==> config.mk <==
export PLATFORM = sky130hd
export DESIGN_NAME = spi_hdr_framer
export DESIGN_NICKNAME = d
export VERILOG_FILES = /design/src/rtl/hdr_pkg.sv /design/src/rtl/hdr_decode.sv /design/src/rtl/sat_counter.sv /design/src/rtl/spi_hdr_framer.sv
export SDC_FILE = /design/constraint.sdc
export NUM_CORES = 1
export LEC_CHECK = 0
export BUFFER_PORTS_ARGS = -buffer_cell sky130_fd_sc_hd__buf_4
export CAP_MARGIN = 40
export CORE_ASPECT_RATIO = 1.25
export CORE_MARGIN = 10
export CORE_UTILIZATION = 35
export CTS_CLUSTER_SIZE = 24
export DETAILED_ROUTE_END_ITERATION = 10
export HOLD_SLACK_MARGIN = 0.03
export PLACE_DENSITY = 0.54
export SYNTH_ARGS = -nofsm -noshare
export SYNTH_HDL_FRONTEND = slang
export SYNTH_SLANG_ARGS = --single-unit
export TNS_END_PERCENT = 10
==> constraint.sdc <==
create_clock -name clk -period 2.2 [get_ports clk]
set_input_delay 0.22 -clock clk [delete_from_list [all_inputs] [get_ports clk]]
set_output_delay 0.22 -clock clk [all_outputs]
set_load 0.01 [all_outputs]
==> src/rtl/hdr_pkg.sv <==
package hdr_pkg;
    typedef enum logic [1:0] {
        ST_HDR  = 2'd0,
        ST_PAY  = 2'd1,
        ST_HALT = 2'd2
    } fr_state_t;
endpackage

==> src/rtl/hdr_decode.sv <==
module hdr_decode #(
    parameter int WORD_W = 16,
    parameter int TYPE_W = 8,
    parameter int LEN_W  = 4
) (
    input  logic [WORD_W-1:0] word,
    output logic              par_ok,
    output logic              is_filler,
    output logic [TYPE_W-1:0] typ,
    output logic [LEN_W-1:0]  len
);
    localparam int TYPE_HI = WORD_W - 2;
    localparam int LEN_HI  = TYPE_HI - TYPE_W;

    always_comb begin
        par_ok    = ~(^word);
        is_filler = (word == '0);
        typ       = word[TYPE_HI -: TYPE_W];
        len       = word[LEN_HI -: LEN_W];
    end
endmodule

==> src/rtl/sat_counter.sv <==
module sat_counter #(
    parameter int W = 16
) (
    input  logic         clk,
    input  logic         rst_n,
    input  logic         inc,
    output logic [W-1:0] count
);
    localparam logic [W-1:0] TOP = '1;

    always_ff @(posedge clk or negedge rst_n) begin
        if (!rst_n)
            count <= '0;
        else if (inc && count != TOP)
            count <= count + 1'b1;
    end

    AST_SAT_HOLD: assert property (@(posedge clk) disable iff (!rst_n)
        (count == TOP) |=> (count == TOP));
endmodule

==> src/rtl/spi_hdr_framer.sv <==
module spi_hdr_framer
    import hdr_pkg::*;
#(
    parameter int WORD_W = 16,
    parameter int TYPE_W = 8,
    parameter int LEN_W  = 4,
    parameter int CNT_W  = 16
) (
    input  logic              clk,
    input  logic              rst_n,
    input  logic              in_valid,
    input  logic [WORD_W-1:0] in_word,
    input  logic [TYPE_W-1:0] exp_type,
    input  logic              resync,
    output logic              out_valid,
    output logic [WORD_W-1:0] out_word,
    output logic [TYPE_W-1:0] out_type,
    output logic [LEN_W-1:0]  out_index,
    output logic              pkt_done,
    output logic              err_parity,
    output logic              err_type,
    output logic              chan_reset_req,
    output logic [CNT_W-1:0]  good_count,
    output logic [CNT_W-1:0]  bad_count
);
    localparam logic [LEN_W-1:0] LEN_ONE = LEN_W'(1);

    fr_state_t         state_q, state_d;
    logic [LEN_W-1:0]  len_q, len_d, idx_q, idx_d;
    logic [TYPE_W-1:0] typ_q, typ_d;
    logic              par_ok, is_filler;
    logic [TYPE_W-1:0] hdr_typ;
    logic [LEN_W-1:0]  hdr_len;
    logic              take_pay, done_c, perr_c, terr_c;

    hdr_decode #(.WORD_W(WORD_W), .TYPE_W(TYPE_W), .LEN_W(LEN_W)) u_dec (
        .word(in_word), .par_ok(par_ok), .is_filler(is_filler),
        .typ(hdr_typ), .len(hdr_len)
    );

    always_comb begin
        state_d  = state_q;
        len_d    = len_q;
        idx_d    = idx_q;
        typ_d    = typ_q;
        take_pay = 1'b0;
        done_c   = 1'b0;
        perr_c   = 1'b0;
        terr_c   = 1'b0;
        unique case (state_q)
            ST_HDR: begin
                if (in_valid && !is_filler) begin
                    if (!par_ok) begin
                        perr_c  = 1'b1;
                        state_d = ST_HALT;
                    end else if (hdr_typ != exp_type) begin
                        terr_c  = 1'b1;
                        state_d = ST_HALT;
                    end else if (hdr_len == '0) begin
                        done_c  = 1'b1;
                    end else begin
                        state_d = ST_PAY;
                        len_d   = hdr_len;
                        typ_d   = hdr_typ;
                        idx_d   = '0;
                    end
                end
            end
            ST_PAY: begin
                if (in_valid) begin
                    take_pay = 1'b1;
                    idx_d    = idx_q + LEN_ONE;
                    if (idx_q == len_q - LEN_ONE) begin
                        done_c  = 1'b1;
                        state_d = ST_HDR;
                    end
                end
            end
            ST_HALT: begin
                if (resync)
                    state_d = ST_HDR;
            end
            default: state_d = ST_HDR;
        endcase
    end

    // state register
    always_ff @(posedge clk or negedge rst_n) begin
        if (!rst_n) begin
            state_q <= ST_HDR;
            len_q   <= '0;
            idx_q   <= '0;
            typ_q   <= '0;
        end else begin
            state_q <= state_d;
            len_q   <= len_d;
            idx_q   <= idx_d;
            typ_q   <= typ_d;
        end
    end

    // registered outputs
    always_ff @(posedge clk or negedge rst_n) begin
        if (!rst_n) begin
            out_valid  <= 1'b0;
            out_word   <= '0;
            out_type   <= '0;
            out_index  <= '0;
            pkt_done   <= 1'b0;
            err_parity <= 1'b0;
            err_type   <= 1'b0;
        end else begin
            out_valid  <= take_pay;
            pkt_done   <= done_c;
            err_parity <= perr_c;
            err_type   <= terr_c;
            if (take_pay) begin
                out_word  <= in_word;
                out_type  <= typ_q;
                out_index <= idx_q;
            end
        end
    end

    assign chan_reset_req = (state_q == ST_HALT);

    sat_counter #(.W(CNT_W)) u_good (
        .clk(clk), .rst_n(rst_n), .inc(done_c), .count(good_count)
    );
    sat_counter #(.W(CNT_W)) u_bad (
        .clk(clk), .rst_n(rst_n), .inc(perr_c | terr_c), .count(bad_count)
    );

    AST_ERR_HALTS: assert property (@(posedge clk) disable iff (!rst_n)
        (err_parity || err_type) |-> chan_reset_req);
    AST_ONE_FAULT: assert property (@(posedge clk) disable iff (!rst_n)
        !(err_parity && err_type));
    AST_HALT_HELD: assert property (@(posedge clk) disable iff (!rst_n)
        (chan_reset_req && !resync) |=> chan_reset_req);
    AST_HALT_QUIET: assert property (@(posedge clk) disable iff (!rst_n)
        chan_reset_req |=> !(out_valid || pkt_done));
    AST_FILLER_DROP: assert property (@(posedge clk) disable iff (!rst_n)
        (state_q == ST_HDR && in_valid && in_word == '0)
        |=> !(out_valid || pkt_done || err_parity || err_type));
    AST_INDEX_STEP: assert property (@(posedge clk) disable iff (!rst_n)
        (out_valid && !pkt_done) |=>
        (!out_valid || out_index == LEN_W'($past(out_index) + LEN_ONE)));
endmodule

==> metrics, run 1 <==
CP endpoint kind=flop; crit path max fanout=10; Post-Synthesis Cells=333; number of flops mapped to enable cells by yosys=0; Worst-Margin Slew=between 500 and 600 ps; CTS tree=built; HP Start=in_word[0]; CP Cell Sequence=xnor3_1, nand2_2, nor4_4, a31oi_4, buf_12, buf_4, nor3_4, xor2_1; DRC=0; top cell type by total area after synthesis=dfrtp_1; Adder-Cell Fraction of Synth Area=3.807%; hold slack final=around 120 ps; metal2 WL=~5200 microns; first-pass GRT wire length=16150 microns; Synth Flop Type=dfrtp_1; Core Box Area=between 0.01 and 0.015 sq mm; DR vias/cell=slightly below 5; routed wire length=roughly 9900 microns; syn nets=373; fmax=487.9 MHz; synth warn=0; post-layout util=roughly half; XOR/XNOR Fraction of Synth Area=between 10% and 20%; Wirelength per Cell=~16 microns; Synth Cell Area=around 0.0039 sq mm; total track usage=between 10 and 15%; ant diodes=0; Max-cap violations=0; register area share after synthesis=between 50% and 60%; H-tree lvl count=3; hold endpoint=out_word[0]$_DFFE_PN0P_; worst-skew pair later-pin latency=about 340 ps; TritonCTS buffer count=9; top sig layer=met4; Clock Tree Root=clkbuf_16; die height=around 140 microns; R2R setup slack=between 150 and 200 ps; final-report hold violation count=0; # nets final=between 500 and 600; Avg Cell Area, Syn=11.84 sq um; Peak VDD IR=0.4323 mV; R2R depth=8; share of the synthesized area in the top cell type=between 50% and 60%; vias=roughly 3000; Top Ports=93; Worst Setup SP=len_q[2]$_DFFE_PN0P_; DR iter-0 viols=slightly below 80; Final setup viols=0; largest family of logic cells by synthesized area=simple AND/OR/NAND/NOR gates; slowest CP cell=xnor3_1; PD cells=between 800 and 900 mW/mm^2; Reg clk slew, reported paths=approximately 60 ps; Setup Skew=~7.0 ps; post-synth cell types=42; setup repair bufs after CTS=0; top post-synthesis cells by area=dfrtp_1 52%, mux2_2 9.7%, xnor2_1 6.7%; Overflow after GRT=0; reg2reg start=len_q[2]$_DFFE_PN0P_; die area=between 0.015 and 0.02 sq mm; Max stage delay on crit path=roughly 420 ps; gpl congestion=0.8136; Final Non-Filler Cells=605; post-synthesis mux area share=between 10% and 20%; clk sinks=between 80 and 90; Slew Viols, Final=0; status=finished clean; FF+latch count, synth=82; post-detail-place hpwl=about 7600 microns; leakage power=2.695 nW; simple-gate portion of the synthesized area=between 10% and 20%; Die X=114.9 microns; ratio of cells with drive above 1 in the final layout=a little under half; reg2reg end=u_good.count[5]$_DFFE_PN0P_; largest net degree at the start of global routing=43; initial core utilization=a little over a third; initial antenna violation count=0; worst min-delay path class=in2reg; complex-gate fraction of the synthesized area=under 10%; final worst path period need=roughly 2000 ps; Tcrit/Tclk final=approximately 93%; RSZ-0062 raised after global routing=false; WL met3=about 450 microns; relative slew slack=between 60% and 70%; synthesis-to-layout area growth=41.28%; WP data arrival=approximately 2300 ps; wl on met1=about 4000 microns; crit path kind=reg2reg; worst hold path depth=2; FP Rows=between 40 and 50; CP required=roughly 2500 ps; first-pass iteration count of the detailed router=4; number of global-route vias before repair=3187; port buffer count=between 90 and 100; Placed Cells=slightly below 600; CP Launch Type=flop; Clock Path Buffers=2; total chip power=approximately 5 mW; async set-reset flop share out of synthesis=100.0%; final antenna-violating net count=0
-- cell usage in the layout, fill, tap and decap left out, drive strengths merged, types with 6 or more instances in the layout --
master / synthesis / routed
xor2: 16 / 16
xnor2: 31 / 31
inv: 23 / 24
dfrtp: 82 / 82
nor2: 13 / 13
clkbuf: 7 / 13
nand2: 21 / 21
nand3: 13 / 13
mux2: 42 / 42
nor4: 6 / 6
ha: 12 / 12
nand4: 14 / 14
nor3: 12 / 12
buf: 2 / 129
-- per-layer routing --
| layer | global-route usage, % | vias to the layer above |
|---|---|---|
| li1 | - | 1423 |
| met1 | 14.50 | 1486 |
| met2 | 21.29 | 54 |
| met3 | 3.420 | 9 |
| met4 | 4.961 | 0 |
| met5 | 0 | - |
-- final cells by class --
class,instances,area (sq um)
timing repair buffer,130,1003
inverter,23,86.33
multi-input combinational,219,1969
clock buffer,13,270.3
fill,1030,5512
tap,135,168.9
sequential,82,2052
clock inverter,3,21.27
-- cell usage after synthesis (2+ instances only) --
cell type,number
nor2_1,13
ha_1,12
xnor2_1,30
and3_1,5
nor3_1,12
nor2b_1,3
dfrtp_1,82
a22o_1,5
nor3b_1,2
nor4b_1,3
mux2_2,34
clkbuf_1,7
mux2_4,7
nand2_1,20
and2_1,3
nor4_1,5
xor2_1,16
inv_1,23
nand3_1,13
a21oi_1,3
nand4_1,14
-- sequential cells by signal (all words and copies together), names as in the netlist --
signal and flops:
len_q 4, typ_q 8, err_type 1, err_parity 1, out_word 16, idx_q 4
u_good.count 16, out_valid 1, state_q 2, u_bad.count 16, out_type 8, out_index 4
pkt_done 1
-- metrics by stage --
step | cell area (sq um) | TNS (ps) | setup WS (ps)
2_1_floorplan | 4063 | 0 | 5.272
3_3_place_gp | 5179 | -1134 | -104.2
3_5_place_dp | 5179 | -1791 | -146.0
4_1_cts | 5499 | 0 | 11.67
5_1_grt | 5572 | 0 | 21.57
6_report | 5572 | 0 | 150.3
-- power breakdown --
group	switching (mW)	leakage, nW	total [mW]	internal, mW
combinational	0.651	1.48	1.50	0.848
clock	0.587	0.142	1.45	0.860
sequential	0.240	1.07	2.06	1.82
total	1.48	2.69	5.01	3.53
-- logic make-up (layout without fill, tap and decap cells) --
| family | after synthesis | in the layout |
|---|---|---|
| flops | 82 | 82 |
| xor+xnor | 48 | 48 |
| compound gates | 18 | 18 |
| mux | 42 | 42 |
| buf+inv | 32 | 169 |
| simple gates | 99 | 99 |
| fa+ha+maj | 12 | 12 |
-- worst max-delay path: cells and delay by family, from the launching register on --
kind / cells / cell delay, ps
flip-flops: 1 / 410
AND/OR/NAND/NOR: 3 / 590
XOR/XNOR: 2 / 570
buffers and inverters: 2 / 320
AO/OA/AOI/OAI: 1 / 80
-- how the worst max path moves through the flow --
stage	end	cells past startpoint
6_report	u_good.count[5]$_DFFE_PN0P_	8
5_1_grt	u_good.count[14]$_DFFE_PN0P_	9
4_1_cts	u_good.count[11]$_DFFE_PN0P_	9
3_5_place_dp	typ_q[1]$_DFFE_PN0P_	9
3_3_place_gp	typ_q[2]$_DFFE_PN0P_	9
2_1_floorplan	len_q[2]$_DFFE_PN0P_	9
-- repair_timing --
item | CTS | global route
pin swaps | 0 | 3
gates resized for setup | 3 | 11
hold endpoints to repair | 40 | 0
setup endpoints to repair | 8 | 11
hold buffers | 1 | 0
No activity file was read; power rests on OpenSTA's default activity.
==> run 2, diff against run 1 <==
==> constraint.sdc (replaced) <==
create_clock -name clk -period 2.2 [get_ports clk]
set_input_delay 0.22 -clock clk [delete_from_list [all_inputs] [get_ports clk]]
set_output_delay 0.22 -clock clk [all_outputs]
set_load 0.1 [all_outputs]
==> metrics, run 2 (synthesized netlist as in run 1, its figures left out) <==
RSZ-0062 raised after global routing=true; Reg clk slew, reported paths=60 ps (about the same); Final setup viols=0 (unchanged); post-layout util=49.66% (-0.61 points); crit path max fanout=6 (-4); vias=2949 (-0.77%); Clk pwr share=21.5% (-7.4 points); port buffer count=92 (unchanged); initial core utilization=35.58% (unchanged); FP Rows=43 (unchanged); Internal=3.549 mW (+0.59%); commonest cells after routing, fill and taps aside=128 x buf_4, 65 x dfrtp_1, 34 x mux2_2, 30 x xnor2_1, 23 x inv_1; die height=138.7 microns (unchanged); routed wire length=9783 microns (-0.68%); relative slew slack=54.33% (-9.3 points); H-tree lvl count=3 (unchanged); die area=0.01594 sq mm (unchanged); CP required=2460 ps (about the same); largest net degree at the start of global routing=54 (+26%); CTS tree=built; first-pass iteration count of the detailed router=4 (unchanged); leakage power=2.717 nW (+0.83%); status=finished clean; TritonCTS buffer count=9 (unchanged); pre-CTS setup slack=-155.0 ps (-8.947 ps); hold slack final=128.9 ps (+4.410 ps); R2R depth=9 (+1); DRC=0 (unchanged); crit path kind=reg2reg; ratio of cells with drive above 1 in the final layout=46.71% (+0.33 points); DR iter-0 viols=106 (+38%); Clock Tree Root=clkbuf_16; Die X=114.9 microns (unchanged); Max-cap violations=0 (unchanged); clk sinks=82 (unchanged); Area after DPL=0.005077 sq mm (-2.0%); Peak VDD IR=1.443 mV (+230%); Overflow after GRT=0 (unchanged); Net Sw Frac=48.48% (+19 points); # nets final=506 (+0.20%); Clock Path Buffers=2 (unchanged); Top Ports=93 (unchanged); PD cells=1251 mW/mm^2 (+39%); Setup Skew=5.770 ps (-1.188 ps); worst-skew pair later-pin latency=340 ps (about the same); number of global-route vias before repair=3137 (-1.6%); combinational share of power=48.2% (+18 points); WP data arrival=2360 ps (+50 ps); Worst-Margin Slew=685.1 ps (+140.1 ps); setup repair bufs after CTS=0 (unchanged); post-detail-place hpwl=7519 microns (-1.2%); final antenna-violating net count=0 (unchanged); Tcrit/Tclk final=95.57% (+2.4 points); R2R setup slack=100 ps (-50 ps); ant diodes=0 (unchanged); commonest non-fill, non-tap cell in the layout=buf_4; Seq pwr share=30.3% (-11 points); worst min-delay path class=in2reg; fmax=475.6 MHz (-2.5%); total track usage=12.41% (-0.17 points); worst hold path depth=2 (unchanged); worst setup margin=97.55 ps (-52.73 ps); final worst path period need=2102 ps (+52.73 ps); Wirelength per Cell=16.14 microns (-0.84%); fillcell total=998 (-3.1%); Design Area, Final=0.005504 sq mm (-1.2%); HP Start=in_word[15]; reg2reg end=u_good.count[13]$_DFFE_PN0P_; synthesis-to-layout area growth=39.56%; hold endpoint=out_word[15]$_DFFE_PN0P_; DR vias/cell=4.866 (-0.94%); first-pass GRT wire length=16130 microns (-0.17%); gpl congestion=0.8632 (+6.1%); reg2reg start=len_q[1]$_DFFE_PN0P_; P_sw=3.339 mW (+130%); final-report hold violation count=0 (unchanged); Core Box Area=0.01108 sq mm (unchanged); CP Launch Type=flop; initial antenna violation count=0 (unchanged); largest registers=out_word: 16 flops, u_bad.count: 16 flops, u_good.count: 16 flops; Slew Viols, Final=0 (unchanged); CP endpoint kind=flop
## run 2: cell count changes in the layout (fill, tap and decap cells not counted), moves of 2 or more
cell      change
dfrtp_1      -17
inv_2         -8
clkinv_2      +2
dfrtp_4       +2
clkinv_4      +2
ha_4          -8
dfrtp_2      +15
xnor2_1       +2
xnor2_2       -2
clkbuf_8      -3
inv_1         +8
ha_1          +8
## run 2: power groups by stage
stage	Clock, mW	Sequential (mW)	Combinational, mW
3_3_place_gp	0	2.11	3.30
5_1_grt	1.58	2.14	3.45
4_1_cts	1.52	2.10	3.33
3_5_place_dp	0	2.12	3.32
6_report	1.48	2.09	3.32
2_1_floorplan	0	3.99	0.596
## run 2: timing repair
action / 4_1_cts / 5_1_grt
gates resized for setup: 3 / 12
hold buffers: 1 / 0
cloned: 0 / 1
endpoints found under the setup margin: 8 / 10
pin swaps: 0 / 6
endpoints found under the hold margin: 51 / 0
## run 2: cell type report
type	instances	area (sq um)	area share (%)
Sequential cell	82	2078	37.76
Multi-Input combinational cell	219	1859	33.78
Timing Repair Buffer	131	1016	18.46
Tap cell	135	168.9	3.069
Clock buffer	9	225.2	4.092
Clock inverter	7	70.07	1.273
Inverter	23	86.33	1.569
## run 2: metal layers
| layer | GRT usage (%) | part of all wire, % | vias up |
|---|---|---|---|
| met5 | 0 | 0 | - |
| met4 | 5.679 | 2.2 | 0 |
| met3 | 3.550 | 5.9 | 13 |
| met2 | 20.13 | 51 | 59 |
| met1 | 14.65 | 41 | 1457 |
| li1 | - | - | 1420 |
## run 2: worst max path at each step
stage                               startpoint                           end  slack, ps  cells past startpoint
after global routing      len_q[0]$_DFFE_PN0P_  u_good.count[13]$_DFFE_PN0P_        -30                      9
final                     len_q[1]$_DFFE_PN0P_  u_good.count[13]$_DFFE_PN0P_        100                      9
after CTS                 len_q[1]$_DFFE_PN0P_   u_good.count[4]$_DFFE_PN0P_         40                      9
after global placement             in_word[12]          typ_q[2]$_DFFE_PN0P_       -140                      9
after detailed placement           in_word[12]  u_good.count[11]$_DFFE_PN0P_       -150                     10
after floorplan                    in_word[12]          len_q[2]$_DFFE_PN0P_        -50                      9
## run 2: critical path, cell delays in order, from the launching register on
cell     delay [ps]
dfrtp_1         360
inv_1            50
ha_1            180
xnor3_1         260
nand2_2          80
nor4_4          320
a31oi_4         100
buf_12          180
nor4_1          340
xor2_1          170
## run 2: through the flow
step	TNS, ps	total power, mW	std cells
3_5_place_dp	-2483	5.437	588
5_1_grt	-118.6	7.178	606
4_1_cts	0	6.950	605
3_3_place_gp	-2070	5.409	588
2_1_floorplan	-380.0	4.581	333
6_report	0	6.888	606
==> run 3, diff against run 2 <==
--- a/config.mk
+++ b/config.mk
@@ -7,13 +7,14 @@
 export LEC_CHECK = 0
 export BUFFER_PORTS_ARGS = -buffer_cell sky130_fd_sc_hd__buf_4
 export CAP_MARGIN = 40
-export CORE_ASPECT_RATIO = 1.25
 export CORE_MARGIN = 10
 export CORE_UTILIZATION = 35
 export CTS_CLUSTER_SIZE = 24
 export DETAILED_ROUTE_END_ITERATION = 10
+export GPL_TIMING_DRIVEN = 0
 export HOLD_SLACK_MARGIN = 0.03
 export PLACE_DENSITY = 0.54
+export SLEW_MARGIN = 0
 export SYNTH_ARGS = -nofsm -noshare
 export SYNTH_HDL_FRONTEND = slang
 export SYNTH_SLANG_ARGS = --single-unit
==> metrics, run 3 (synthesized netlist as in run 1, its figures left out) <==
CP required=2410 ps (-50 ps); gpl congestion=0.7888 (-8.6%); commonest non-fill, non-tap cell in the layout=buf_4; routed wire length=9606 microns (-1.8%); WP data arrival=2370 ps (about the same); Total Neg Setup Slack=0 ps (unchanged); final worst path period need=2162 ps (+59.12 ps); Tcrit/Tclk final=98.25% (+2.7 points); die area=0.01591 sq mm (-0.17%); Die X=126.2 microns (+9.7%); H-tree lvl count=3 (unchanged); total track usage=12.09% (-0.32 points); Clock Path Buffers=2 (unchanged); fillcell total=1056 (+5.8%); fmax=462.6 MHz (-2.7%); first-pass GRT wire length=15780 microns (-2.1%); initial core utilization=36.06% (+0.48 points); worst-skew pair later-pin latency=330 ps (about the same); CP Launch Type=input port; ant diodes=0 (unchanged); final antenna-violating net count=0 (unchanged); DRC=0 (unchanged); clk sinks=82 (unchanged); Core Box Area=0.01094 sq mm (-1.3%); largest registers=out_word: 16 flops, u_bad.count: 16 flops, u_good.count: 16 flops; Worst-Margin Slew=763.7 ps (+78.60 ps); vias=2844 (-3.6%); Reg clk slew, reported paths=60 ps (about the same); total chip power=6.746 mW (-2.1%); RSZ-0062 raised after global routing=true; largest net degree at the start of global routing=56 (+3.7%); synthesis-to-layout area growth=33.79%; final-report hold violation count=0 (unchanged); initial antenna violation count=0 (unchanged); die height=126.2 microns (-9.0%); Overflow after GRT=0 (unchanged); CTS tree=built; first-pass iteration count of the detailed router=4 (unchanged); FP Rows=38 (-12%); post-layout util=48.25% (-1.4 points); Design Area, Final=0.005276 sq mm (-4.1%); crit path kind=in2reg; commonest cells after routing, fill and taps aside=94 x buf_4, 64 x dfrtp_1, 34 x mux2_2, 24 x xnor2_1, 22 x inv_1; CP endpoint kind=flop; post-detail-place hpwl=7225 microns (-3.9%); status=finished clean; Slew Viols, Final=0 (unchanged); Final setup viols=0 (unchanged); Top Ports=93 (unchanged); relative slew slack=48.86% (-5.5 points); # nets final=481 (-4.9%); Max-cap violations=0 (unchanged); Setup Skew=13.36 ps (+7.591 ps); port buffer count=92 (unchanged); crit path max fanout=10 (+4); worst min-delay path class=in2reg; Area after DPL=0.004863 sq mm (-4.2%); ratio of cells with drive above 1 in the final layout=42.83% (-3.9 points); DR iter-0 viols=120 (+13%); Clock Tree Root=clkbuf_16; TritonCTS buffer count=9 (unchanged); number of global-route vias before repair=3016 (-3.9%); PD cells=1278 mW/mm^2 (+2.2%); leakage power=2.540 nW (-6.5%); DR vias/cell=4.853 (-0.27%); Wirelength per Cell=16.39 microns (+1.5%); Peak VDD IR=1.090 mV (-24%)
## run 3: changes by cell type in the layout (fill, tap and decap cells not counted), sizes merged
cell	before	now
clkbuf	10	19
bufinv	1	0
buf	129	98
clkinv	5	2
clkinvlp	1	2
## run 3: layout make-up
class                           instances  area [sq um]  share of cell area [%]
Tap cell                              140         175.2                   3.320
Buffer                                  9         50.05                  0.9485
Timing Repair Buffer                   97         748.2                   14.18
Multi-Input combinational cell        219          1862                   35.29
Clock buffer                           12         246.5                   4.672
Clock inverter                          4         28.78                  0.5454
Sequential cell                        82          2079                   39.41
Inverter                               23         86.33                   1.636
## run 3: path summary, 6_finish.rpt
| check | start | endpoint | slack (ps) | cells after the start |
|---|---|---|---|---|
| min | in_word[1] | out_word[1]$_DFFE_PN0P_ | 130 | 2 |
| max reg2reg | state_q[1]$_DFFE_PN0P_ | u_good.count[15]$_DFFE_PN0P_ | 90 | 8 |
| min reg2reg | u_good.count[10]$_DFFE_PN0P_ | u_good.count[10]$_DFFE_PN0P_ | 490 | 1 |
| max in group asynchronous | rst_n | u_bad.count[3]$_DFFE_PN0P_ | 1210 | 3 |
| min in group asynchronous | rst_n | out_valid$_DFF_PN0_ | 360 | 2 |
| max | in_word[14] | typ_q[5]$_DFFE_PN0P_ | 40 | 10 |
## run 3: per-stage QoR
stage          setup slack (ps)  std cells  hold WS [ps]
6_report                  38.43        586         132.1
5_1_grt                  -117.8        586         121.3
4_1_cts                  -47.79        584         120.6
3_5_place_dp             -391.1        566         169.7
3_3_place_gp             -398.8        565         466.3
2_1_floorplan            -54.28        333        -75.59
## run 3: power by group
part | switching, mW | internal, mW | total (mW)
Combinational | 2.46 | 0.794 | 3.26
Sequential | 0.260 | 1.84 | 2.10
Clock | 0.596 | 0.797 | 1.39
## run 3: critical path: stages
cell and delay, ps:
buf_4 110, inv_1 50, ha_1 320, xnor2_2 170, xnor2_2 250, xnor2_2 170, nand2_2 170, or3_4 440
buf_6 170, mux2_4 300
## run 3: metal layers
layer  routed length, microns  global-route usage (%)
met1                     4443                   15.22
met2                     4605                   19.60
met3                      440                   3.272
met4                      117                   4.019
met5                        0                       0
## run 3: what timing repair did
action	CTS	global route
resized for setup	8	13
pin swaps	1	3
buffers inserted	1	1
gates cloned	0	1
hold buffers	1	0
endpoints found under the setup margin	22	29
endpoints found under the hold margin	27	0
